File: src/rtl/acc_alu_pkg.sv
package acc_alu_pkg;

    typedef enum logic [3:0] {
        OP_NOP  = 4'd0,
        OP_ADD  = 4'd1,
        OP_ADDC = 4'd2,
        OP_SUBB = 4'd3,
        OP_AND  = 4'd4,
        OP_OR   = 4'd5,
        OP_XOR  = 4'd6,
        OP_CLR  = 4'd7,
        OP_CPL  = 4'd8,
        OP_RL   = 4'd9,
        OP_RR   = 4'd10,
        OP_INC  = 4'd11,
        OP_DEC  = 4'd12,
        OP_MUL  = 4'd13,
        OP_DIV  = 4'd14,
        OP_LDB  = 4'd15
    } alu_op_e;

    typedef struct packed {
        logic cy;
        logic ac;
        logic ov;
    } alu_flags_t;

    // Operations whose result comes from the bitwise/shift unit and keep all flags
    function automatic logic keeps_flags(input alu_op_e op);
        case (op)
            OP_AND, OP_OR, OP_XOR, OP_CLR, OP_CPL,
            OP_RL, OP_RR, OP_INC, OP_DEC: return 1'b1;
            default:                      return 1'b0;
        endcase
    endfunction

    function automatic logic is_arith(input alu_op_e op);
        return (op == OP_ADD) || (op == OP_ADDC) || (op == OP_SUBB);
    endfunction

endpackage

File: src/rtl/alu_addsub.sv
module alu_addsub #(
    parameter int DW = 8
) (
    input  logic [DW-1:0] a,
    input  logic [DW-1:0] b,
    input  logic          cin,
    input  logic          sub,
    output logic [DW-1:0] res,
    output logic          cy,
    output logic          ac,
    output logic          ov
);
    localparam int HALF = DW / 2;
    localparam int MSB  = DW - 1;

    logic [DW:0]   full;
    logic [HALF:0] low;

    always_comb begin
        if (sub) begin
            full = {1'b0, a} - {1'b0, b} - {{DW{1'b0}}, cin};
            low  = {1'b0, a[HALF-1:0]} - {1'b0, b[HALF-1:0]} - {{HALF{1'b0}}, cin};
        end else begin
            full = {1'b0, a} + {1'b0, b} + {{DW{1'b0}}, cin};
            low  = {1'b0, a[HALF-1:0]} + {1'b0, b[HALF-1:0]} + {{HALF{1'b0}}, cin};
        end
        res = full[DW-1:0];
        cy  = full[DW];
        ac  = low[HALF];
        if (sub)
            ov = (a[MSB] != b[MSB]) && (res[MSB] != a[MSB]);
        else
            ov = (a[MSB] == b[MSB]) && (res[MSB] != a[MSB]);
    end
endmodule

File: src/rtl/alu_muldiv.sv
module alu_muldiv #(
    parameter int DW = 8
) (
    input  logic [DW-1:0] a,
    input  logic [DW-1:0] b,
    output logic [DW-1:0] mul_lo,
    output logic [DW-1:0] mul_hi,
    output logic          mul_ov,
    output logic [DW-1:0] div_q,
    output logic [DW-1:0] div_r,
    output logic          div_zero
);
    localparam int PW = 2 * DW;

    logic [PW-1:0] prod;

    always_comb begin
        prod   = {{DW{1'b0}}, a} * {{DW{1'b0}}, b};
        mul_lo = prod[DW-1:0];
        mul_hi = prod[PW-1:DW];
        mul_ov = |mul_hi;

        div_zero = (b == '0);
        if (div_zero) begin
            // hold both operands so the registers stay stable
            div_q = a;
            div_r = b;
        end else begin
            div_q = a / b;
            div_r = a % b;
        end
    end
endmodule

File: src/rtl/alu_bitops.sv
module alu_bitops
    import acc_alu_pkg::*;
#(
    parameter int DW = 8
) (
    input  alu_op_e       op,
    input  logic [DW-1:0] a,
    input  logic [DW-1:0] src,
    output logic [DW-1:0] res
);
    localparam logic [DW-1:0] ONE = {{(DW-1){1'b0}}, 1'b1};

    always_comb begin
        case (op)
            OP_AND:  res = a & src;
            OP_OR:   res = a | src;
            OP_XOR:  res = a ^ src;
            OP_CLR:  res = '0;
            OP_CPL:  res = ~a;
            OP_RL:   res = {a[DW-2:0], a[DW-1]};
            OP_RR:   res = {a[0], a[DW-1:1]};
            OP_INC:  res = a + ONE;
            OP_DEC:  res = a - ONE;
            default: res = a;
        endcase
    end
endmodule

File: src/rtl/acc_alu_core.sv
module acc_alu_core
    import acc_alu_pkg::*;
#(
    parameter int DW = 8
) (
    input  logic          clk,
    input  logic          rst,
    input  logic          op_valid,
    input  logic [3:0]    op_code,
    input  logic [DW-1:0] src,
    output logic [DW-1:0] acc_o,
    output logic [DW-1:0] b_o,
    output logic          cy_o,
    output logic          ac_o,
    output logic          ov_o,
    output logic          par_o
);
    localparam int MSB = DW - 1;

    alu_op_e    op;
    logic [DW-1:0] acc_q, b_q, acc_n, b_n;
    alu_flags_t flg_q, flg_n;

    logic [DW-1:0] as_res, bo_res, mul_lo, mul_hi, div_q, div_r;
    logic          as_cy, as_ac, as_ov, mul_ov, div_zero, as_cin;

    assign op     = alu_op_e'(op_code);
    assign as_cin = (op == OP_ADD) ? 1'b0 : flg_q.cy;

    alu_addsub #(.DW(DW)) u_addsub (
        .a(acc_q), .b(src), .cin(as_cin), .sub(op == OP_SUBB),
        .res(as_res), .cy(as_cy), .ac(as_ac), .ov(as_ov)
    );

    alu_muldiv #(.DW(DW)) u_muldiv (
        .a(acc_q), .b(b_q),
        .mul_lo(mul_lo), .mul_hi(mul_hi), .mul_ov(mul_ov),
        .div_q(div_q), .div_r(div_r), .div_zero(div_zero)
    );

    alu_bitops #(.DW(DW)) u_bitops (
        .op(op), .a(acc_q), .src(src), .res(bo_res)
    );

    always_comb begin
        acc_n = acc_q;
        b_n   = b_q;
        flg_n = flg_q;
        if (op_valid) begin
            if (is_arith(op)) begin
                acc_n    = as_res;
                flg_n.cy = as_cy;
                flg_n.ac = as_ac;
                flg_n.ov = as_ov;
            end else if (keeps_flags(op)) begin
                acc_n = bo_res;
            end else begin
                case (op)
                    OP_MUL: begin
                        acc_n    = mul_lo;
                        b_n      = mul_hi;
                        flg_n.cy = 1'b0;
                        flg_n.ov = mul_ov;
                    end
                    OP_DIV: begin
                        acc_n    = div_q;
                        b_n      = div_r;
                        flg_n.cy = 1'b0;
                        flg_n.ov = div_zero;
                    end
                    OP_LDB:  b_n = src;
                    default: ;
                endcase
            end
        end
    end

    always_ff @(posedge clk) begin
        if (rst) begin
            acc_q <= '0;
            b_q   <= '0;
            flg_q <= '0;
        end else begin
            acc_q <= acc_n;
            b_q   <= b_n;
            flg_q <= flg_n;
        end
    end

    assign acc_o = acc_q;
    assign b_o   = b_q;
    assign cy_o  = flg_q.cy;
    assign ac_o  = flg_q.ac;
    assign ov_o  = flg_q.ov;
    assign par_o = ^acc_q;


    clr_zero_chk: assert property (@(posedge clk) disable iff (rst)
        (op_valid && op == OP_CLR) |=> (acc_o == '0));


    cpl_invert_chk: assert property (@(posedge clk) disable iff (rst)
        (op_valid && op == OP_CPL) |=> (acc_o == ~$past(acc_o)));


    rl_wrap_chk: assert property (@(posedge clk) disable iff (rst)
        (op_valid && op == OP_RL) |=> (acc_o == {$past(acc_o[MSB-1:0]), $past(acc_o[MSB])}));


    flags_kept_chk: assert property (@(posedge clk) disable iff (rst)
        (op_valid && keeps_flags(op)) |=> ($stable(cy_o) && $stable(ac_o) && $stable(ov_o)));


    mul_carry_clear_chk: assert property (@(posedge clk) disable iff (rst)
        (op_valid && op == OP_MUL) |=> (!cy_o && $stable(ac_o)));


    div_zero_hold_chk: assert property (@(posedge clk) disable iff (rst)
        (op_valid && op == OP_DIV && b_o == '0) |=> (ov_o && !cy_o && $stable(acc_o) && $stable(b_o)));


    idle_hold_chk: assert property (@(posedge clk) disable iff (rst)
        !op_valid |=> ($stable(acc_o) && $stable(b_o) && $stable(cy_o) && $stable(ov_o)));


    ldb_a_hold_chk: assert property (@(posedge clk) disable iff (rst)
        (op_valid && op == OP_LDB) |=> ($stable(acc_o) && b_o == $past(src)));
endmodule

File: config.mk
export PLATFORM = sky130hd
export DESIGN_NAME = acc_alu_core
export DESIGN_NICKNAME = d
export VERILOG_FILES = /design/src/rtl/acc_alu_pkg.sv /design/src/rtl/alu_addsub.sv /design/src/rtl/alu_muldiv.sv /design/src/rtl/alu_bitops.sv /design/src/rtl/acc_alu_core.sv
export SDC_FILE = /design/constraint.sdc
export NUM_CORES = 1
export LEC_CHECK = 0
export BUFFER_PORTS_ARGS = -buffer_cell sky130_fd_sc_hd__buf_2
export CAP_MARGIN = 0
export CORE_MARGIN = 10
export CORE_UTILIZATION = 30
export CTS_CLUSTER_DIAMETER = 50
export DETAILED_ROUTE_END_ITERATION = 10
export HOLD_SLACK_MARGIN = 0.12
export MAX_ROUTING_LAYER = met4
export PLACE_DENSITY = 0.44
export SETUP_SLACK_MARGIN = 0.4
export SYNTH_ARGS = -nofsm -noshare
export SYNTH_HDL_FRONTEND = slang
export SYNTH_HIERARCHICAL = 1
export SYNTH_SLANG_ARGS = --single-unit
File: constraint.sdc
create_clock -name clk -period 30.5 [get_ports clk]
set_input_delay 6.1 -clock clk [delete_from_list [all_inputs] [get_ports clk]]
set_output_delay 6.1 -clock clk [all_outputs]
set_load 0.02 [all_outputs]
Yosys cells after proc, flatten, opt, wreduce, memory -nomap -nowiden --
Memories as Yosys holds them, arrays and structs flattened. Cells that the tools add are included.
Cells by class: add/subtract/negate cells 10, multipliers 1, div/mod/pow operators 2, eq/ne operators 22, multiplexer cells 19, bitwise logic cells 6, reductions and logical operators 17
Operator list (count):
- 8-bit case mux with 9 select lines | 1
- 4-bit == test, second input constant | 8
- 8-bit two-way mux | 4
- 8-bit case mux with 3 select lines | 1
- 4-bit by 3-bit == test with 1-bit output, second input constant | 4
- 8-bit by 8-bit multiplier with 16-bit output | 1
- 8-bit case mux with 2 select lines | 1
- 11-bit by 2-bit inequality test with 1-bit output, second input constant | 1
- 8-bit by 8-bit adder with 9-bit output | 1
- 9-bit by 1-bit adder with 9-bit output | 1
- 1-bit two-way mux | 9
- 9-bit two-way mux | 1
- 8-bit by 8-bit subtractor with 9-bit output | 1
- 9-bit by 1-bit subtractor with 9-bit output | 1
- 8-bit by 1-bit adder with 8-bit output, second input constant | 1
- 8-bit bitwise AND | 1
- 8-bit by 8-bit divider with 8-bit output | 1
- 4-bit by 2-bit == test with 1-bit output, second input constant | 2
- 8-bit logical NOT | 1
- 8-bit by 8-bit modulo with 8-bit output | 1
- 8-bit inverter | 1
- 8-bit bitwise OR | 1
- 8-bit OR reduction | 1
- 8-bit parity | 1
- 24 further kinds | 31
Storage, ports and cells: register bits 19, memory bits (read-only) 16, input port bits 15, output and inout bits 20, logic and storage cells 83, memories kept 1
Memory list:
- (no name shown) | words 16, bits a word 1, read ports 1, clocked after Yosys merged registers in 0, write ports 0, RTL line acc_alu_pkg.sv:30 | case (op)

Longest topological paths before layout --
Gate-level depths: netlist (run 1).
depth in word-level cells 8, mapped depth 55, gate-level depth less buffers 52

Cells and area by module --
Netlist (run 1), hierarchy kept.
Modules (own cells, without submodules):
- alu_muldiv | times used 1, cells each 539, area each 4018.9 um^2
- acc_alu_core | times used 1, cells each 173, area each 1317.5 um^2
- alu_bitops | times used 1, cells each 185, area each 1275.0 um^2
- alu_addsub | times used 1, cells each 133, area each 984.7 um^2

Worst setup path after synthesis (run 1) --
OpenSTA, ideal clock, no wires.
path kind flip-flop to flip-flop, from register b_q[4], in the netlist b_o[4], to register b_q[5], in the netlist b_o[5], setup time 134 ps, data arrival time 11614 ps, slack 18752 ps, cell stages (with the launch flop) 53, path buffers 4, clock period less this slack 11748 ps, cell sequence dfxtp_1 clkbuf_1 nor3_1 nand2_1 nor2_1 a21oi_1 a21oi_1 ha_1 or4b_2 a21oi_1 nor3_1 ha_1 o211ai_1 a211oi_4 nand3b_1 nand2_1 ha_1 a21o_1 [17 not listed] ha_1 nor3_1 a211oi_1 a21oi_1 o22a_1 clkbuf_1 mux2_2 ha_1 nor2b_1 o21ai_0 a21boi_0 o311a_1 o22ai_1 clkbuf_1 mux2i_1 nor2_1 a221oi_1 a211oi_1
On the way: cells in the longest elaborated chain, start to end 3, elaborated cells on any way between the ends 7, those cells by class mul (1); div (1); eq/ne (1); mux (2); reduce/logical (2)
Ends and longest elaborated chain:
- start: declaration | RTL line acc_alu_core.sv:21 | logic [DW-1:0] acc_q, b_q, acc_n, b_n;
- start signal: assignment | RTL line acc_alu_core.sv:85 | b_q <= b_n;
- 8-bit by 8-bit modulo with 8-bit output | RTL line alu_muldiv.sv:30 | div_r = a % b;
- 8-bit two-way mux | RTL line alu_muldiv.sv:24 | if (div_zero) begin
- net div_r[5] | RTL line acc_alu_core.sv:24 | logic [DW-1:0] as_res, bo_res, mul_lo, mul_hi, div_q, div_r;
- 8-bit case mux with 3 select lines | RTL line acc_alu_core.sv:58 | case (op)
The timed path passes the listed nets, and every way through them passes these cells. The select of a mux whose other input is x is not followed. A chain may end at the register's enable or synchronous reset.

Worst setup path after layout (run 1) --
from register b_q[7], in the netlist b_o[7], to register b_q[1], in the netlist b_o[1]
Same word-level chain as after synthesis.

==> out/qor.yml, run 1 <==
synth:
  synth-edff-count: 0
  synth_top_family_by_area: "adder cells"
  async_reset_ff_frac: 0
  yosys_register_bits: 19
  yosys.area_share.simple: 0.229
  synth_common_cells: "inv_1, ha_1, nor2_1"
  synth_fp_nets: 1201
  synth-adder-area-share: 0.297
  synth.top_cell.area_share: 0.189
  synthMuxAreaShare: 0.0226
  synth_cell_type_count: 94
  yosysWarningCount: 6
  yosysMostFrequentCell: "inv_1"
  avgSynthCellArea_um2: 7.37
  synthCells: 1030
  synth_top_cell_by_area: "ha_1"
  synthTopCellsByArea: "ha_1, fa_1, inv_1"
  netlist_area_um2: 7600
  ys.flop_type: "dfxtp_1"
  synth_xor_area_frac: 0.0461
  ys_seq_area_frac: 0.0501
  synth_compound_area_frac: 0.263
drt:
  top_layer: "met4"
  routed-wl-met3_mm: 1.01
  drtAntennaViolNets: 0
  first_pass_iters: 5
  wl_met1_mm: 12.9
  first_iter_violations: 568
  drc: 0
  wl_per_cell_um: 19.3
  wl_met2_mm: 12.0
  wl_mm: 26.3
  routed-via-count: 7395
  via_per_inst: 5.43
floorplan:
  io_pins: 35
  dieArea_um2: 32100
  rows: 58
  die_w_um: 179
  die_y_um: 179
  core_um2: 25000
  start_util: 0.303
timing:
  worst_slew_pin_slew_ns: 1.13
  setup_viol: 0
  fmax_ghz: 0.0719
  setup-tns-final_ns: 0
  min_period_ns: 13.91
  rsz0062_at_grt: "no"
  clock_skew_ns: 0.00410
  drv_slew: 0
  fin_crit_sh: 0.456
  finalHoldViolCount: 0
  relSlewSlack: 0.240
final_layout:
  final_area_um2: 8110
  final_nets: 1203
  drive_gt1_frac: 0.0863
  area_growth_pct: 6.70
  stdcell_count: 1361
  antennaDiodeCount: 0
flow_run:
  cap_violations: 0
grt:
  overflow: 0
  antenna_found_initial: 0
  grt_max_degree: 55
  grt_pass1_vias: 7179
  grtUsageTotal: 0.168
  grt_pass1_wl_mm: 41.6
clock_tree:
  cts_buffers: 3
  worst_skew_pair.late_latency_ns: 0.26
  cts.sinks: 19
  cts_tree: "built"
  cts.repair.resized: 0
  cts-root-buf: "clkbuf_16"
  cts.htree.levels: 1
  post-cts-setup-buffer-count: 0
  clkTransAtPathRegs_ns: 0.06
  cts_max_path_buffers: 2
  postCtsHoldBufs: 0
hold_path:
  hold_end: "ac_o"
  hold_start: "ac_o"
  min_path_cells: 2
  hold_class: "reg -> reg"
critical_path:
  start_kind: "flop"
  cp.buffers_inverters: 1
  critPathKind: "reg -> reg"
  reg2reg_slack_ns: 16.59
  cp_top_family: "compound AO/OA/AOI/OAI gates"
  worstPathMaxFanout: 16
  worst_r2r_endpoint: "b_o[1]"
  crit_top_cell: "ha_1"
  cp.required_ns: 30.68
  cp.arrival_ns: 14.09
  critPathMaxStageDelay_ns: 0.89
  reg2regPathDepth: 46
  r2r_start: "b_o[7]"
  critPathSlowestCell: "a41oi_1"
  cp-end-kind: "flop"
status:
  status: "finished clean"
placed_design:
  placed_area_um2: 8030
  placed_cells: 1357
  io_buffers: 34
  hpwl_mm: 20.1
  place_congestion: 0.880
## cell type report
type,instances,area (µm²)
clock buffers,3,75.1
clock inverters,1,5.00
fillers,2762,16900
inverters,121,454
multi-input cells,841,6520
flip-flops and latches,19,380
well taps,330,413
repair buffers,46,260
## cell families (layout without fill, tap and decap cells)
kind of cell    Yosys count  after routing
simple gates            345            345
fa+ha+maj               156            156
mux                      15             15
compound gates          285            285
flops                    19             19
xor+xnor                 40             40
buf+inv                 170            171
## cell usage in the layout (no fill, tap or decap), types with 8 or more instances in the layout
| cell type | n |
|---|---|
| o21ai_1 | 8 |
| a221oi_1 | 8 |
| a211oi_1 | 13 |
| a31oi_1 | 18 |
| fa_1 | 41 |
| or3_1 | 9 |
| nor2_1 | 107 |
| xor2_1 | 10 |
| buf_4 | 12 |
| a21o_1 | 11 |
| nand2_1 | 91 |
| nor3_1 | 22 |
| o21ai_0 | 55 |
| inv_1 | 119 |
| o22ai_1 | 8 |
| ha_1 | 115 |
| and3_1 | 17 |
| nand3_1 | 11 |
| xnor2_1 | 30 |
| nor2b_1 | 22 |
| a21oi_1 | 49 |
| dfxtp_1 | 19 |
| o211ai_1 | 11 |
| and2_1 | 17 |
| o21a_1 | 12 |
| buf_2 | 34 |
## through the flow
step	util	hold slack (ns)	setup slack (ns)
floorplan	-	0.554	18.75
global placement	0.321	0.539	17.01
detailed placement	0.321	0.537	16.75
CTS	0.324	0.546	16.73
global route	0.324	0.560	15.53
finish	0.324	0.530	16.59
## sequential cells by signal, summed over array words and instances, names as in the netlist
signal,flops
ac_o,1
acc_o,8
b_o,8
cy_o,1
ov_o,1
## worst reg2reg max path, delay by kind of cell (launching register included)
| kind | cells | cell delay (ns) |
|---|---|---|
| AO/OA/AOI/OAI | 24 | 7.15 |
| AND/OR/NAND/NOR | 12 | 3.13 |
| adder cells (fa/ha/maj) | 7 | 2.17 |
| multiplexers | 2 | 0.80 |
| flip-flops | 1 | 0.52 |
| buffers and inverters | 1 | 0.06 |
## metal layers
layer  global-route usage  vias to the layer above
met5                    -                        -
met4               0.0260                        0
met3               0.0124                       16
met2                0.265                      165
met1                0.233                     3557
li1                     -                     3657
## worst max path at each step
stage | start | depth (start not counted) | endpoint | slack [ns]
global route | b_o[7] | 46 | b_o[6] | 15.53
floorplan | b_o[4] | 52 | b_o[5] | 18.75
global placement | b_o[7] | 48 | b_o[2] | 17.01
CTS | b_o[7] | 46 | b_o[1] | 16.73
finish | b_o[7] | 46 | b_o[1] | 16.59
detailed placement | b_o[7] | 46 | b_o[6] | 16.75
Power of run 1 is not shown: default switching activity piles up to over one toggle a cycle in this logic, so the estimate is an artifact.
==> run 2: changes to the inputs <==
ABC_AREA = 1   (was not set)
clock period = 14 ns   (was 30.5 ns; I/O delays follow)
==> out/qor.yml, run 2 <==
clock_tree:
  post-cts-setup-buffer-count: 0  # unchanged
  worst_skew_pair.late_latency_ns: 0.26  # about the same
  cts.htree.levels: 1  # unchanged
  cts_max_path_buffers: 2  # unchanged
  cts.sinks: 19  # unchanged
  cts_tree: "built"
  cts_buffers: 3  # unchanged
  clkTransAtPathRegs_ns: 0.06  # about the same
  cts.repair.resized: 0  # unchanged
  cts-root-buf: "clkbuf_16"
  postCtsHoldBufs: 0  # unchanged
synth:
  yosysWarningCount: 6  # unchanged
  synth-edff-count: 0  # unchanged
  netlist_area_um2: 7920  # +4.2%
  synth_top_cell_by_area: "ha_1"
  synth_cell_type_count: 57  # -39%
  yosysMostFrequentCell: "nand2_1"
  avgSynthCellArea_um2: 6.31  # -14%
  ys.flop_type: "dfxtp_1"
  yosys_register_bits: 19  # unchanged
  synth_common_cells: "nand2_1, inv_1, ha_1"
  synth_fp_nets: 1426  # +19%
  synthTopCellsByArea: "ha_1, nand2_1, inv_1"
  ys_seq_area_frac: 0.0480  # -0.00204
  synthCells: 1255  # +22%
  async_reset_ff_frac: 0  # unchanged
  synth.top_cell.area_share: 0.182  # -0.00772
critical_path:
  worst_r2r_endpoint: "b_o[1]"
  reg2reg_slack_ns: 3.49  # -13.09 ns
  critPathKind: "reg -> reg"
  reg2regPathDepth: 71  # +54%
  critPathSlowestCell: "dfxtp_1"
  crit_top_cell: "nand2_1"
  start_kind: "flop"
  crit_start: "b_o[0]"
  r2r_start: "b_o[0]"
  cp.arrival_ns: 10.69  # -3.40 ns
  worstPathMaxFanout: 13  # -3
  cp-end-kind: "flop"
  critPathMaxStageDelay_ns: 0.68  # -0.21 ns
  cp.required_ns: 14.18  # -16.50 ns
floorplan:
  die_w_um: 182  # +1.9%
  core_um2: 26000  # +3.8%
  start_util: 0.305  # +0.00135
  io_pins: 35  # unchanged
  die_y_um: 182  # +1.9%
  dieArea_um2: 33300  # +3.8%
  rows: 59  # +1.7%
hold_path:
  hold_start: "ac_o"
  hold_end: "ac_o"
  min_path_cells: 2  # unchanged
  hold_class: "reg -> reg"
drt:
  first_pass_iters: 5  # unchanged
  routed-via-count: 7663  # +3.6%
  wl_per_cell_um: 15.6  # -19%
  wl_mm: 25.1  # -4.6%
  drtAntennaViolNets: 0  # unchanged
  via_per_inst: 4.76  # -12%
  first_iter_violations: 517  # -9.0%
  drc: 0  # unchanged
final_layout:
  multi_input_area_um2: 6450  # -1.0%
  area_growth_pct: 7.30
  antennaDiodeCount: 0  # unchanged
  final_nets: 1446  # +20%
  num-fill-cells: 2959  # +7.1%
  regArea_um2: 380  # unchanged
  final_common_cell: "nand2_1"
  drive_gt1_frac: 0.123  # +0.0369
  layout_common_cells: "nand2_1, inv_1, ha_1, nor2_1, nand3_1"
timing:
  rsz0062_at_grt: "no"
  min_period_ns: 10.51  # -3.41 ns
  clock_skew_ns: 0.00858  # +0.00448 ns
  worst_slew_pin_slew_ns: 0.939  # -0.186 ns
  fmax_ghz: 0.0952  # +32%
  fin_crit_sh: 0.750  # +0.294
  drv_slew: 0  # unchanged
  finalHoldViolCount: 0  # unchanged
  setup_viol: 0  # unchanged
  setup-tns-final_ns: 0  # unchanged
  relSlewSlack: 0.372  # +0.132
grt:
  grtUsageTotal: 0.153  # -0.0143
  grt_max_degree: 24  # -56%
  grt_pass1_wl_mm: 41.0  # -1.4%
  antenna_found_initial: 0  # unchanged
  grt_pass1_vias: 7771  # +8.2%
  overflow: 0  # unchanged
placed_design:
  place_congestion: 0.899  # +2.1%
  io_buffers: 34  # unchanged
  hpwl_mm: 20.1  # +0.34%
status:
  status: "finished clean"
flow_run:
  cap_violations: 0  # unchanged
[run 2: changes by cell type after synthesis, sizes merged, moves of 17 or more]
cell / previous run / this run
clkbuf: 31 / 13
nand2: 91 / 388
inv: 119 / 239
and3: 17 / 0
nand3: 11 / 90
nor2: 107 / 85
xor2: 10 / 28
nor2b: 22 / 0
[run 2: kinds of logic (layout without fill, tap and decap cells)]
family / Yosys count / after routing / synth area share
simple gates: 610 / 610 / 0.356
buf+inv: 270 / 289 / 0.137
compound gates: 157 / 157 / 0.125
fa+ha+maj: 156 / 156 / 0.285
xor+xnor: 43 / 43 / 0.0476
flops: 19 / 19 / 0.0480
[run 2: per-layer routing]
metal | up-vias | wire length, µm | part of all wire | global-route usage
met5 | - | 0 | 0 | -
met4 | 0 | 126 | 0.0050 | 0.00976
met3 | 6 | 580 | 0.023 | 0.0101
met2 | 95 | 11800 | 0.47 | 0.256
met1 | 3563 | 12600 | 0.50 | 0.207
li1 | 3999 | - | - | -
[run 2: layout make-up]
class | count | area share
clock buffers | 3 | 0.00884
repair buffers | 44 | 0.0289
inverters | 241 | 0.108
well taps | 335 | 0.0493
clock inverters | 1 | 0.000589
flip-flops and latches | 19 | 0.0448
multi-input cells | 966 | 0.759
[run 2: how the worst max path moves through the flow]
stage | slack, ns | cells past startpoint | endpoint
2_1_floorplan | 4.94 | 69 | b_o[5]
6_report | 3.49 | 71 | b_o[1]
4_1_cts | 3.53 | 71 | b_o[1]
3_5_place_dp | 3.59 | 71 | b_o[2]
5_1_grt | 2.48 | 72 | b_o[1]
3_3_place_gp | 3.71 | 68 | b_o[2]
[run 2: stage by stage]
step	worst slack (ns)	cell area, µm²	hold WS (ns)	util	cells
2_1_floorplan	4.94	7920	0.537	-	1255
3_3_place_gp	3.71	8420	0.458	0.324	1605
3_5_place_dp	3.59	8420	0.460	0.324	1605
4_1_cts	3.53	8500	0.470	0.327	1609
5_1_grt	2.48	8500	0.481	0.327	1609
6_report	3.49	8500	0.467	0.327	1609
[run 2: worst max-delay path: cells and delay by family, from the launching register on]
kind / cells / cell delay [ns]
flops: 1 / 0.68
xor+xnor: 1 / 0.20
simple gates: 38 / 3.72
fa+ha+maj: 8 / 2.48
buf+inv: 7 / 0.75
compound gates: 17 / 2.57
Power of run 2 is left out for the same reason.
==> run 3: changes to the inputs <==
PLACE_DENSITY = 0.45   (was 0.44)
clock period = 9 ns   (was 14 ns; I/O delays follow)
==> out/qor.yml, run 3 (synthesized netlist as in run 2, its figures left out) <==
status:
  status: "finished clean"
clock_tree:
  cts-root-buf: "clkbuf_16"
  cts.htree.levels: 1  # unchanged
  clkTransAtPathRegs_ns: 0.06  # about the same
  cts_max_path_buffers: 2  # unchanged
  postCtsHoldBufs: 0  # unchanged
  cts_tree: "built"
  worst_skew_pair.late_latency_ns: 0.26  # about the same
  cts_buffers: 3  # unchanged
  cts.sinks: 19  # unchanged
timing:
  fmax_ghz: 0.115  # +21%
  min_period_ns: 8.67  # -1.83 ns
  setup_ws_ns: 0.327  # -3.17 ns
  setup-tns-final_ns: 0  # unchanged
  setup_viol: 0  # unchanged
  hold_ws_ns: 0.466  # -0.000661 ns
  relSlewSlack: 0.355  # -0.0171
  drv_slew: 0  # unchanged
  fin_crit_sh: 0.964  # +0.213
  rsz0062_at_grt: "yes"
  worst_slew_pin_slew_ns: 0.964  # +0.0255 ns
  finalHoldViolCount: 0  # unchanged
  clock_skew_ns: 0.00416  # -0.00442 ns
drt:
  wl_per_cell_um: 15.7  # +0.89%
  drtAntennaViolNets: 0  # unchanged
  first_pass_iters: 5  # unchanged
  first_iter_violations: 501  # -3.1%
  wl_mm: 26.6  # +5.8%
  drc: 0  # unchanged
  via_per_inst: 4.80  # +0.82%
  routed-via-count: 8100  # +5.7%
floorplan:
  die_y_um: 182  # unchanged
  core_um2: 26000  # unchanged
  dieArea_um2: 33300  # unchanged
  rows: 59  # unchanged
  io_pins: 35  # unchanged
  start_util: 0.305  # unchanged
  die_w_um: 182  # unchanged
grt:
  antenna_found_initial: 0  # unchanged
  grt_max_degree: 24  # unchanged
  overflow: 0  # unchanged
  grtUsageTotal: 0.157  # +0.00356
  grt_pass1_wl_mm: 41.4  # +1.1%
  grt_pass1_vias: 7717  # -0.69%
critical_path:
  cp-end-kind: "flop"
  cp.arrival_ns: 8.86  # -1.83 ns
  r2r_start: "b_o[0]"
  critPathSlowestCell: "fa_1"
  critPathMaxStageDelay_ns: 0.45  # -0.23 ns
  reg2reg_slack_ns: 0.33  # -3.17 ns
  crit_top_cell: "nand2_1"
  crit_start: "b_o[0]"
  critPathKind: "reg -> reg"
  cp.required_ns: 9.19  # -4.99 ns
  start_kind: "flop"
  crit_end: "b_o[6]"
  reg2regPathDepth: 69  # -2.8%
  worst_r2r_endpoint: "b_o[6]"
  worstPathMaxFanout: 7  # -6
final_layout:
  final_nets: 1524  # +5.4%
  num-fill-cells: 2852  # -3.6%
  final_common_cell: "nand2_1"
  layout_common_cells: "nand2_1, inv_1, ha_1, buf_4, nor2_1"
  drive_gt1_frac: 0.254  # +0.130
  area_growth_pct: 23.8
  antennaDiodeCount: 0  # unchanged
placed_design:
  io_buffers: 34  # unchanged
  place_ws_ns: -0.155  # -3.75 ns
  hpwl_mm: 20.2  # about the same
  place_congestion: 0.870  # -3.2%
hold_path:
  hold_class: "reg -> reg"
flow_run:
  cap_violations: 0  # unchanged
[run 3: changes by cell type in the layout (fill, tap and decap cells not counted), sizes merged]
cell / change
buf: +77
clkinv: +1
clkinvlp: +1
inv: -1
[run 3: area by class of cell]
class	count	area (µm²)	area share
clock buffers	3	75.1	0.00766
clock inverters	1	5.00	0.000510
inverters	241	932	0.0950
multi-input cells	966	7130	0.727
flip-flops and latches	19	385	0.0393
well taps	335	419	0.0427
repair buffers	121	853	0.0870
repair inverters	1	7.51	0.000766
[run 3: worst min-delay path by stage]
stage / startpoint / endpoint / slack, ns / cells after the start
6_report: ac_o / ac_o / 0.47 / 2
5_1_grt: ac_o / ac_o / 0.50 / 2
4_1_cts: ac_o / ac_o / 0.47 / 2
3_5_place_dp: ac_o / ac_o / 0.46 / 2
3_3_place_gp: ac_o / ac_o / 0.46 / 2
2_1_floorplan: ac_o / ac_o / 0.54 / 2
[run 3: metrics by stage]
stage	cells	cell area, µm²	utilization
detailed placement	1641	8690	0.335
CTS	1668	9280	0.357
floorplan	1255	7920	-
global placement	1641	8690	0.335
global route	1687	9810	0.377
finish	1687	9810	0.377
[run 3: repair_timing]
| action | in CTS | in global routing |
|---|---|---|
| setup buffers | 22 | 19 |
| cloned | 1 | 0 |
| setup endpoints to repair | 9 | 9 |
| gates resized for setup | 57 | 85 |
| pin swaps | 28 | 60 |
[run 3: worst max-delay path, delay by kind of cell, from the launching register on]
kind                       cells  cell delay (ns)
xor gates and xnor gates       2             0.32
AOI/OAI and AO/OA             14             1.73
and+or+nand+nor               33             2.96
buffers and inverters         12             1.00
adders and majority gates      8             2.18
DFF                            1             0.35
[run 3: routing by layer]
layer,share of wire,track usage,vias to the layer above
met5,0,-,-
met4,0.023,0.0404,0
met3,0.033,0.0121,47
met2,0.46,0.247,166
met1,0.49,0.212,3734
li1,-,-,4153
Power of run 3 is left out for the same reason.
